**src/rtl/nic_reg_pkg.sv**
```systemverilog
package nic_reg_pkg;

    typedef logic [15:0] reg16_t;
    typedef logic [3:0]  log2_t;

    // byte offsets of the three host ports
    localparam logic [7:0] OFS_CSR_DATA = 8'h10;
    localparam logic [7:0] OFS_PTR      = 8'h14;
    localparam logic [7:0] OFS_BCR_DATA = 8'h1C;

    // register indices with special behaviour
    localparam logic [7:0] IDX_CTRL     = 8'd0;
    localparam logic [7:0] IDX_MASK     = 8'd3;
    localparam logic [7:0] IDX_RING     = 8'd6;
    localparam logic [7:0] IDX_MODE     = 8'd15;
    localparam logic [7:0] IDX_FIXED    = 8'd9;
    localparam logic [7:0] IDX_MII_SEL  = 8'd33;
    localparam logic [7:0] IDX_MII_DATA = 8'd34;

    // control word bit positions
    localparam int B_INIT = 0;
    localparam int B_STRT = 1;
    localparam int B_STOP = 2;
    localparam int B_TXON = 4;
    localparam int B_RXON = 5;
    localparam int B_IENA = 6;
    localparam int B_INTR = 7;
    localparam int EVT_LO = 8;
    localparam int EVT_HI = 14;
    localparam int EVT_W  = EVT_HI - EVT_LO + 1;

    // mode register disable bits
    localparam int M_RXDIS = 0;
    localparam int M_TXDIS = 1;

    localparam reg16_t CTRL_STOPPED = 16'h0004;

endpackage

```
**src/rtl/nic_ctrl_next.sv**
```systemverilog
module nic_ctrl_next
    import nic_reg_pkg::*;
(
    input  reg16_t           ctrl_q,
    input  logic             ctrl_wr,
    input  reg16_t           wdata,
    input  logic             init_done,
    input  logic [1:0]       mode_dis,
    input  logic [EVT_W-1:0] evt_mask,
    output reg16_t           ctrl_d,
    output logic             stop_cmd
);

    always_comb begin
        stop_cmd = ctrl_wr & wdata[B_STOP];
        ctrl_d   = ctrl_q;
        if (stop_cmd) begin
            // stop wins over everything else arriving this cycle
            ctrl_d = CTRL_STOPPED;
        end else begin
            if (ctrl_wr) begin
                ctrl_d[EVT_HI:EVT_LO] = ctrl_q[EVT_HI:EVT_LO] & ~wdata[EVT_HI:EVT_LO];
                ctrl_d[B_IENA]        = wdata[B_IENA];
                if (wdata[B_INIT]) begin
                    ctrl_d[B_INIT] = 1'b1;
                    ctrl_d[B_STOP] = 1'b0;
                end
                if (wdata[B_STRT]) begin
                    ctrl_d[B_STRT] = 1'b1;
                    ctrl_d[B_STOP] = 1'b0;
                end
            end
            // set after clear so a coincident pulse is never lost
            if (init_done) begin
                ctrl_d[EVT_LO] = 1'b1;
            end
            ctrl_d[B_RXON] = ctrl_d[B_STRT] & ~mode_dis[M_RXDIS];
            ctrl_d[B_TXON] = ctrl_d[B_STRT] & ~mode_dis[M_TXDIS];
            ctrl_d[B_INTR] = |(ctrl_d[EVT_HI:EVT_LO] & evt_mask);
        end
        ctrl_d[15] = 1'b0;
        ctrl_d[3]  = 1'b0;
    end

endmodule

```
**src/rtl/nic_ring_len.sv**
```systemverilog
module nic_ring_len #(
    parameter int MAX_LOG2 = 9
) (
    input  logic [3:0]        log2_n,
    output logic [MAX_LOG2:0] len
);

    localparam int LEN_W = MAX_LOG2 + 1;

    always_comb begin
        if (int'(log2_n) >= MAX_LOG2) begin
            len = LEN_W'(1) << MAX_LOG2;
        end else begin
            len = LEN_W'(1) << log2_n;
        end
    end

endmodule

```
**src/rtl/nic_mii_rom.sv**
```systemverilog
module nic_mii_rom
    import nic_reg_pkg::*;
#(
    parameter int PHY_ADDR = 0
) (
    input  logic [4:0] phy_sel,
    input  logic [4:0] reg_sel,
    output reg16_t     data
);

    always_comb begin
        data = '0;
        if (phy_sel == 5'(PHY_ADDR)) begin
            case (reg_sel)
                5'd0:    data = 16'h1000;
                5'd1:    data = 16'h782D;
                5'd2:    data = 16'h2000;
                5'd3:    data = 16'h5C01;
                5'd4:    data = 16'h01E1;
                5'd22:   data = 16'h0001;
                5'd23:   data = 16'h8060;
                5'd24:   data = 16'h8020;
                5'd25:   data = 16'h0820;
                5'd27:   data = 16'h3800;
                5'd28:   data = 16'hA3B9;
                default: data = '0;
            endcase
        end
    end

endmodule

```
**src/rtl/nic_reg_frontend.sv**
```systemverilog
module nic_reg_frontend
    import nic_reg_pkg::*;
#(
    parameter int CSR_DEPTH     = 32,
    parameter int BCR_DEPTH     = 64,
    parameter int RING_MAX_LOG2 = 9,
    parameter int PHY_ADDR      = 0
) (
    input  logic                    clk,
    input  logic                    rst_n,
    input  logic                    bus_wr,
    input  logic [7:0]              bus_addr,
    input  logic [31:0]             bus_wdata,
    output logic [31:0]             bus_rdata,
    input  logic                    init_done,
    output logic                    irq,
    output logic                    rx_on,
    output logic                    tx_on,
    output logic                    ring_pos_clr,
    output logic [RING_MAX_LOG2:0]  rx_ring_len,
    output logic [RING_MAX_LOG2:0]  tx_ring_len
);

    localparam int         CSR_AW  = $clog2(CSR_DEPTH);
    localparam int         BCR_AW  = $clog2(BCR_DEPTH);
    localparam logic [8:0] CSR_LIM = 9'(CSR_DEPTH);
    localparam logic [8:0] BCR_LIM = 9'(BCR_DEPTH);

    typedef struct packed {
        logic [7:0]                  ptr;
        reg16_t                      ctrl;
        log2_t                       rx_log;
        log2_t                       tx_log;
        logic                        pos_clr;
        logic [CSR_DEPTH-1:0][15:0]  csr_mem;
        logic [BCR_DEPTH-1:0][15:0]  bcr_mem;
    } state_t;

    state_t state_q, state_d;

    logic             csr_in, bcr_in;
    logic             wr_ptr, wr_ctrl, wr_ring, wr_csr, wr_bcr;
    logic [1:0]       mode_dis_q, mode_nxt;
    logic [EVT_W-1:0] mask_q, mask_nxt;
    reg16_t           ctrl_nxt, mii_data;
    logic             stop_cmd;
    logic [CSR_AW-1:0] cidx;
    logic [BCR_AW-1:0] bidx;
    wire              unused_hi = &{1'b0, bus_wdata[31:16]};

    assign csr_in     = {1'b0, state_q.ptr} < CSR_LIM;
    assign bcr_in     = {1'b0, state_q.ptr} < BCR_LIM;
    assign cidx       = state_q.ptr[CSR_AW-1:0];
    assign bidx       = state_q.ptr[BCR_AW-1:0];
    assign mode_dis_q = state_q.csr_mem[IDX_MODE][1:0];
    assign mask_q     = state_q.csr_mem[IDX_MASK][EVT_HI:EVT_LO];

    // port and index decode
    always_comb begin
        wr_ptr  = bus_wr && (bus_addr == OFS_PTR);
        wr_ctrl = bus_wr && (bus_addr == OFS_CSR_DATA) && (state_q.ptr == IDX_CTRL);
        wr_ring = bus_wr && (bus_addr == OFS_CSR_DATA) && (state_q.ptr == IDX_RING);
        wr_csr  = bus_wr && (bus_addr == OFS_CSR_DATA) && !wr_ctrl && !wr_ring && csr_in;
        wr_bcr  = bus_wr && (bus_addr == OFS_BCR_DATA) && bcr_in
                  && (state_q.ptr != IDX_FIXED) && (state_q.ptr != IDX_MII_DATA);
        mode_nxt = (wr_csr && state_q.ptr == IDX_MODE) ? bus_wdata[1:0] : mode_dis_q;
        mask_nxt = (wr_csr && state_q.ptr == IDX_MASK) ? bus_wdata[EVT_HI:EVT_LO] : mask_q;
    end

    nic_ctrl_next u_ctrl (
        .ctrl_q    (state_q.ctrl),
        .ctrl_wr   (wr_ctrl),
        .wdata     (bus_wdata[15:0]),
        .init_done (init_done),
        .mode_dis  (mode_nxt),
        .evt_mask  (mask_nxt),
        .ctrl_d    (ctrl_nxt),
        .stop_cmd  (stop_cmd)
    );

    nic_mii_rom #(.PHY_ADDR(PHY_ADDR)) u_mii (
        .phy_sel (state_q.bcr_mem[IDX_MII_SEL][9:5]),
        .reg_sel (state_q.bcr_mem[IDX_MII_SEL][4:0]),
        .data    (mii_data)
    );

    // next state
    always_comb begin
        state_d         = state_q;
        state_d.ctrl    = ctrl_nxt;
        state_d.pos_clr = stop_cmd;
        if (wr_ptr) begin
            state_d.ptr = bus_wdata[7:0];
        end
        if (wr_ring) begin
            state_d.rx_log = bus_wdata[11:8];
            state_d.tx_log = bus_wdata[15:12];
        end
        if (wr_csr) begin
            state_d.csr_mem[cidx] = bus_wdata[15:0];
        end
        if (wr_bcr) begin
            state_d.bcr_mem[bidx] = bus_wdata[15:0];
        end
    end

    always_ff @(posedge clk or negedge rst_n) begin
        if (!rst_n) begin
            state_q      <= '0;
            state_q.ctrl <= CTRL_STOPPED;
        end else begin
            state_q <= state_d;
        end
    end

    // read path
    always_comb begin
        bus_rdata = '0;
        case (bus_addr)
            OFS_PTR: bus_rdata[7:0] = state_q.ptr;
            OFS_CSR_DATA: begin
                if (state_q.ptr == IDX_CTRL) begin
                    bus_rdata[15:0] = state_q.ctrl;
                end else if (state_q.ptr == IDX_RING) begin
                    bus_rdata[15:8] = {state_q.tx_log, state_q.rx_log};
                end else if (csr_in) begin
                    bus_rdata[15:0] = state_q.csr_mem[cidx];
                end
            end
            OFS_BCR_DATA: begin
                if (state_q.ptr == IDX_FIXED) begin
                    bus_rdata = 32'd1;
                end else if (state_q.ptr == IDX_MII_DATA) begin
                    bus_rdata[15:0] = mii_data;
                end else if (bcr_in) begin
                    bus_rdata[15:0] = state_q.bcr_mem[bidx];
                end
            end
            default: bus_rdata = '0;
        endcase
    end

    // ring length decode, one per direction
    logic [1:0][3:0]             ring_log;
    logic [1:0][RING_MAX_LOG2:0] ring_len;
    assign ring_log[0] = state_q.rx_log;
    assign ring_log[1] = state_q.tx_log;

    for (genvar g = 0; g < 2; g++) begin : g_ring
        nic_ring_len #(.MAX_LOG2(RING_MAX_LOG2)) u_len (
            .log2_n (ring_log[g]),
            .len    (ring_len[g])
        );
    end

    assign rx_ring_len  = ring_len[0];
    assign tx_ring_len  = ring_len[1];
    assign irq          = state_q.ctrl[B_INTR] & state_q.ctrl[B_IENA];
    assign rx_on        = state_q.ctrl[B_RXON];
    assign tx_on        = state_q.ctrl[B_TXON];
    assign ring_pos_clr = state_q.pos_clr;

endmodule

```
**config.mk**
```make
export PLATFORM = sky130hd
export DESIGN_NAME = nic_reg_frontend
export DESIGN_NICKNAME = d
export VERILOG_FILES = /design/src/rtl/nic_reg_pkg.sv /design/src/rtl/nic_ctrl_next.sv /design/src/rtl/nic_ring_len.sv /design/src/rtl/nic_mii_rom.sv /design/src/rtl/nic_reg_frontend.sv
export SDC_FILE = /design/constraint.sdc
export NUM_CORES = 2
export LEC_CHECK = 0
export CAP_MARGIN = 30
export CORE_MARGIN = 2
export CORE_UTILIZATION = 55
export CTS_BUF_LIST = sky130_fd_sc_hd__clkbuf_2
export CTS_CLUSTER_DIAMETER = 50
export DETAILED_ROUTE_END_ITERATION = 8
export PLACE_DENSITY = 0.85
export SKIP_CTS_REPAIR_TIMING = 1
export SLEW_MARGIN = 20
export SYNTH_ARGS = -nofsm -noshare
export SYNTH_HDL_FRONTEND = slang
export SYNTH_HIERARCHICAL = 1
export SYNTH_SLANG_ARGS = --single-unit
```
**constraint.sdc**
```tcl
create_clock -name clk -period 3.35 [get_ports clk]
set_input_delay 0.5025 -clock clk [delete_from_list [all_inputs] [get_ports clk]]
set_output_delay 0.5025 -clock clk [all_outputs]
set_load 0.05 [all_outputs]
```
Word level (Yosys, flattened, before mapping) --
Memory sizes are Yosys's and may differ from the RTL's. Index checks and enable logic that the tools add are counted.
Storage, ports and cells: register bits 1567, ROM bits 480, input port bits 44, logic and storage cells 195, memories 1
Memories:
- (name not given) | depth 32, width 15, rd ports 1, clocked after memory_dff 0, write ports 0, RTL line nic_mii_rom.sv:14 | case (reg_sel)
Cells by class: magnitude comparators 8, equality and inequality tests 10, shift operators 2, muxes and demuxes 36, bitwise gates (word level) 9, reduce and logical (&&, ||, !) cells 25
Operators with widths (number):
- bitwise mux 1024 bit | 1
- bitwise mux 512 bit | 1
- two-way mux 16 bit | 10
- binary-select mux 16 bit (select 6 bit) | 1
- demux 16 bit (select 6 bit) | 1
- binary-select mux 16 bit (select 5 bit) | 1
- demux 16 bit (select 5 bit) | 1
- == test 8 x 5 -> 1 bit (second input constant) | 3
- one-hot mux 8 bit (3 select lines) | 1
- two-way mux 7 bit | 3
- two-way mux 10 bit | 2
- left shift 1 x 4 -> 10 bit (first input constant) | 2
- == test 8 x 4 -> 1 bit (second input constant) | 2
- two-way mux 8 bit | 2
- one-hot mux 8 bit (2 select lines) | 1
- logical AND 1 bit | 15
- AND 7 bit | 2
- two-way mux 11 bit | 1
- two-way mux 3 bit | 3
- == test 8 x 2 -> 1 bit (second input constant) | 1
- == test 8 x 3 -> 1 bit (second input constant) | 1
- == test 8 x 6 -> 1 bit (second input constant) | 1
- >= comparator 4 bit (second input constant) | 2
- zero test 8 bit | 1
- 19 further kinds | 31

Longest topological paths before layout --
word-level depth 12, gate-level depth with buffers 12, depth with buffers taken out 9

Modules after synthesis --
Netlist, hierarchy kept.
By module, submodules not included:
- nic_reg_frontend | instances 1, cells each 4861, area an instance 72140.4 um^2, seq. area each 39263.9 um^2
- nic_ring_len | instances 2, cells each 14, area an instance 197.7 um^2, seq. area each 0.0 um^2
- nic_mii_rom | instances 1, cells each 54, area an instance 389.1 um^2, seq. area each 0.0 um^2
- nic_ctrl_next | instances 1, cells each 53, area an instance 285.3 um^2, seq. area each 0.0 um^2

Least setup slack after synthesis --
No wires, ideal clock.
path kind register -> output, start point register state_q, in the netlist bidx[1], end point output port bus_rdata[4], arrival time 3138 ps, path slack -290 ps, stages on the path, launching flop included 12, buffers on the path 6, cells stage by stage dfrtp_1 > buf_2 > buf_2 > buf_2 > buf_2 > buf_1 > clkbuf_1 > mux4_2 > a22oi_1 > nand2_1 > a221oi_1 > o2111ai_1
Between the ends: cells in the longest elaborated chain, start to end 6, elaborated cells between the ends (all ways) 17
RTL lines:
- from (decl) | RTL line nic_reg_frontend.sv:39 | state_t state_q, state_d;
- from (signal assigned) | RTL line nic_reg_frontend.sv:112 | state_q <= state_d;
- binary-select mux 16 bit (select 6 bit) / binary-select mux 16 bit (select 5 bit) (equally long branches) | RTL line nic_reg_frontend.sv:136, nic_reg_frontend.sv:127
- two-way mux 16 bit (on tied branches) | RTL line nic_reg_frontend.sv:136, nic_reg_frontend.sv:127
- two-way mux 16 bit (on tied branches) | RTL line nic_reg_frontend.sv:135, nic_reg_frontend.sv:126
- two-way mux 16 bit / two-way mux 8 bit (equally long branches) | RTL line nic_reg_frontend.sv:133, nic_reg_frontend.sv:124
- two-way mux 16 bit (on tied branches) | RTL line nic_reg_frontend.sv:131, nic_reg_frontend.sv:122
- one-hot mux 8 bit (3 select lines) (*) | RTL line nic_reg_frontend.sv:119 | case (bus_addr)
- to (decl) | RTL line nic_reg_frontend.sv:14 | output logic [31:0] bus_rdata,
Every way passes the cells marked *; elsewhere a longest branch is shown, timed or not. The select of a mux whose other input is x is not followed.

Final worst setup path --
start point register state_q, in the netlist bidx[0], end point output port bus_rdata[11]
Between the ends: cells in the longest elaborated chain, start to end 6, elaborated cells between the ends (all ways) 17
RTL lines (RTL line):
- binary-select mux 16 bit (select 6 bit) / binary-select mux 16 bit (select 5 bit) (equally long branches) | nic_reg_frontend.sv:136, nic_reg_frontend.sv:127
- two-way mux 16 bit (on tied branches) | nic_reg_frontend.sv:136, nic_reg_frontend.sv:127
- two-way mux 16 bit (on tied branches) | nic_reg_frontend.sv:135, nic_reg_frontend.sv:126
- two-way mux 16 bit / two-way mux 8 bit (equally long branches) | nic_reg_frontend.sv:133, nic_reg_frontend.sv:124
- two-way mux 16 bit (on tied branches) | nic_reg_frontend.sv:131, nic_reg_frontend.sv:122
- one-hot mux 8 bit (2 select lines) (*) | nic_reg_frontend.sv:119
Marks and branches as above.

==> run metrics <==
clk root buf clkbuf_2; Starting DRT DRC Count 4737; predominant post-synthesis flop cell dfrtp_1; Synth cell types 81; final RePlAce weighted congestion 0.978; First-pass DRT Iterations 8; failing checks setup timing; Worst Slack Setup Final -2.08 ns; Layout area overhead 16.1%; startpoint types flip-flop; Final Setup Violations 35; sequential area share after synthesis a little over half; dpl hpwl approximately 130000 um; FP Rows between 100 and 150; CP endpoint kind output pin; placed insts ~6800; Slew Limit Headroom a little over an eighth; Die W approximately 370 um; Crit Path Max Fanout 5; hold crit path type in -> async; max-slew violation count 0; Port Buffer Count 67; clk buf depth 4; CTS tree yes; Synth Cell Area roughly 73000 um^2; worst skew pair latency 1.91 ns; first-pass GRT wire length just over 300000 um; fin nets between 5000 and 6000; I/O pin total 100; WL final between 200000 and 250000 um; Final Hold Viols 0; Slew @ Worst Pin roughly 1.3 ns; total power 33.6 mW; EDFF count, synth 0; remaining antenna violation count 0; maximum vdd ir drop 0.356 mV; RSZ-0062 raised after global routing true; Final Skew 0.207 ns; initial antenna violation count 11; fin crit share 162%; vias in the first global route between 40000 and 50000; DRC 0; CP Data Arrival Time 4.93 ns; ys async rst share 100%; Initial Util a little under three fifths; Syn Inst Count approximately 5000; Vert. Die Dim roughly 370 um; vias after detailed routing between 40000 and 50000; die area ~140000 um^2; GRT overflow 0; Avg Inst Size Synth between 10 and 15 um^2; pwr/cell area between 300 and 400 nW/um^2; Max Cap Viol 0; fillcell total 9027; CTS Sinks ~1600; Num CTS Buffers approximately 400; share of cells above drive strength 1 between 50% and 60%; Reg clk slew, reported paths between 0.1 and 0.15 ns; YS warnings 6; Fmax achieved between 150 and 200 MHz; GRT Util Overall 29.3%; core area between 100000 and 150000 um^2; largest net degree at the start of global routing 100; Worst EP required approximately 2.9 ns; wire per inst ~28 um; outcome finished, violations left; CTS H-tree lvls 5; FF+latch count, synth ~1600; critical path class reg -> out; worst hold margin roughly 0.007 ns; vias per std cell roughly 6.4; Non-Filler Instances 7546; Pleak 41.4 nW; Final min period 5.43 ns
==> final cells by class <==
| type | instances | area [um^2] | share of cell area (%) |
|---|---|---|---|
| diodes | 13 | 32.5 | 0.0383 |
| clock buffers | 567 | 2840 | 3.34 |
| clock inverters | 68 | 314 | 0.369 |
| inverters | 9 | 33.8 | 0.0397 |
| multi-input cells | 2885 | 32000 | 37.7 |
| flip-flops and latches | 1569 | 39300 | 46.2 |
| well taps | 1755 | 2200 | 2.58 |
| repair buffers | 680 | 8260 | 9.72 |
==> cells in the final DEF (no fill, tap or decap), types with 9 or more instances in the layout <==
cell	instances
a211o_1	13
a21oi_1	18
a221oi_1	21
a221oi_2	11
a22o_1	35
a22oi_1	136
a31oi_1	15
and2_1	19
and3_1	10
buf_12	190
buf_16	11
buf_4	359
buf_6	37
buf_8	12
clkbuf_16	10
clkbuf_2	568
clkdlybuf4s50_1	10
clkinv_1	59
conb_1	19
dfrtp_1	1555
dfrtp_4	9
diode_2	13
dlygate4sd3_1	46
mux2_1	12
mux2_2	1407
mux2_4	102
mux2i_1	314
mux4_2	217
nand2_1	96
nand2_2	17
nand3_1	58
nand4_1	27
nor2_1	30
nor3_1	9
nor4_2	9
nor4_4	17
o21ai_0	10
o221ai_1	17
o22ai_1	40
==> flip-flops by register name, indices dropped and copies added (netlist names) <==
register	flops
bidx	6
ring_pos_clr	1
tx_on	1
ring_log	8
state_q	1543
mask_q	7
mode_dis_q	2
rx_on	1
==> critical path, cell delays in order, from the launching register on <==
cell	delay (ns)
dfrtp_4	0.55
buf_12	0.16
buf_12	0.14
buf_16	0.15
buf_8	0.13
mux4_2	0.45
a22oi_1	0.19
nand4_1	0.32
nand4_1	0.32
or4b_4	0.57
buf_4	0.23
==> logic make-up after synthesis <==
family                     after synthesis  synth area share (%)
AOI/OAI and AO/OA                      394                  4.10
xor gates and xnor gates                 1                0.0120
adders and majority gates                5                0.0855
buffers and inverters                  558                  3.48
DFF                                   1569                  53.6
muxes                                 2055                  34.9
other                                    3                0.0154
and+or+nand+nor                        411                  3.76
==> metrics by stage <==
step | setup WS [ns] | instance area [um^2] | TNS [ns] | utilization [%]
3_5_place_dp | -0.813 | 79700 | -323.63 | 60.4
3_3_place_gp | -0.945 | 79600 | -318.37 | 60.4
6_report | -2.08 | 85000 | -34.16 | 64.5
4_1_cts | -2.63 | 82800 | -56.20 | 62.8
5_1_grt | -2.10 | 85000 | -37.03 | 64.5
2_1_floorplan | -0.0161 | 73400 | -0.0161 | -
==> power breakdown <==
part | internal, mW | total, mW | switching [mW] | leakage, nW
combinational | 0.798 | 2.46 | 1.66 | 17.0
clock | 4.58 | 12.2 | 7.61 | 2.51
sequential | 18.9 | 19.0 | 0.0274 | 21.9
total | 24.3 | 33.6 | 9.30 | 41.4
==> path summary, 6_finish.rpt <==
| kind | from | end | slack (ns) | cells after the start |
|---|---|---|---|---|
| setup reg to reg | bidx[1] | state_q[1425] | 0.07 | 9 |
| setup / recovery | bidx[0] | bus_rdata[11] | -2.08 | 10 |
| hold / removal | rst_n | state_q[771] | 0.007 | 4 |
| max in group asynchronous | rst_n | state_q[1295] | 2.16 | 6 |
| min in group clk | init_done | state_q[1553] | 0.18 | 4 |
| hold reg to reg | state_q[1123] | state_q[1123] | 0.38 | 0 |
==> cell usage after synthesis (6+ instances only) <==
library cell,number,area (um^2)
nand4_1,27,169
o221ai_1,17,149
a221oi_1,32,280
and3_1,14,87.6
buf_4,53,398
nor4b_4,6,143
dfrtp_1,1568,39200
a31oi_1,22,138
a211oi_1,12,90.1
and4bb_2,6,75.1
nand2_2,16,100
inv_1,8,30.0
nand2_1,97,364
nor2_1,35,131
nor2b_1,9,56.3
mux2i_1,317,3170
mux4_2,217,4890
mux2_4,100,1500
o22ai_1,41,257
a21oi_1,21,105
a221o_1,6,60.1
or4_1,11,82.6
a32o_1,8,80.1
a22oi_1,143,1070
nor4_1,10,62.6
o21ai_0,12,60.1
nand3_1,62,310
nor4_4,16,340
mux2_2,1409,15900
nor3_1,11,55.1
buf_6,14,158
buf_2,106,531
a211o_1,13,114
nand3b_1,6,45.0
and2_1,21,131
clkbuf_1,352,1320
nor3_2,6,60.1
or3_1,6,37.5
nor4_2,6,75.1
a22o_1,35,307
mux2_1,12,135
buf_1,23,86.3
==> routing by layer <==
metal	wire, um	track usage, %	up-vias
li1	-	-	19800
met1	81700	39.5	25300
met2	98000	44.8	2447
met3	20400	7.87	498
met4	9470	12.8	8
met5	51	0	-
Power figures use the tool's default switching activity.
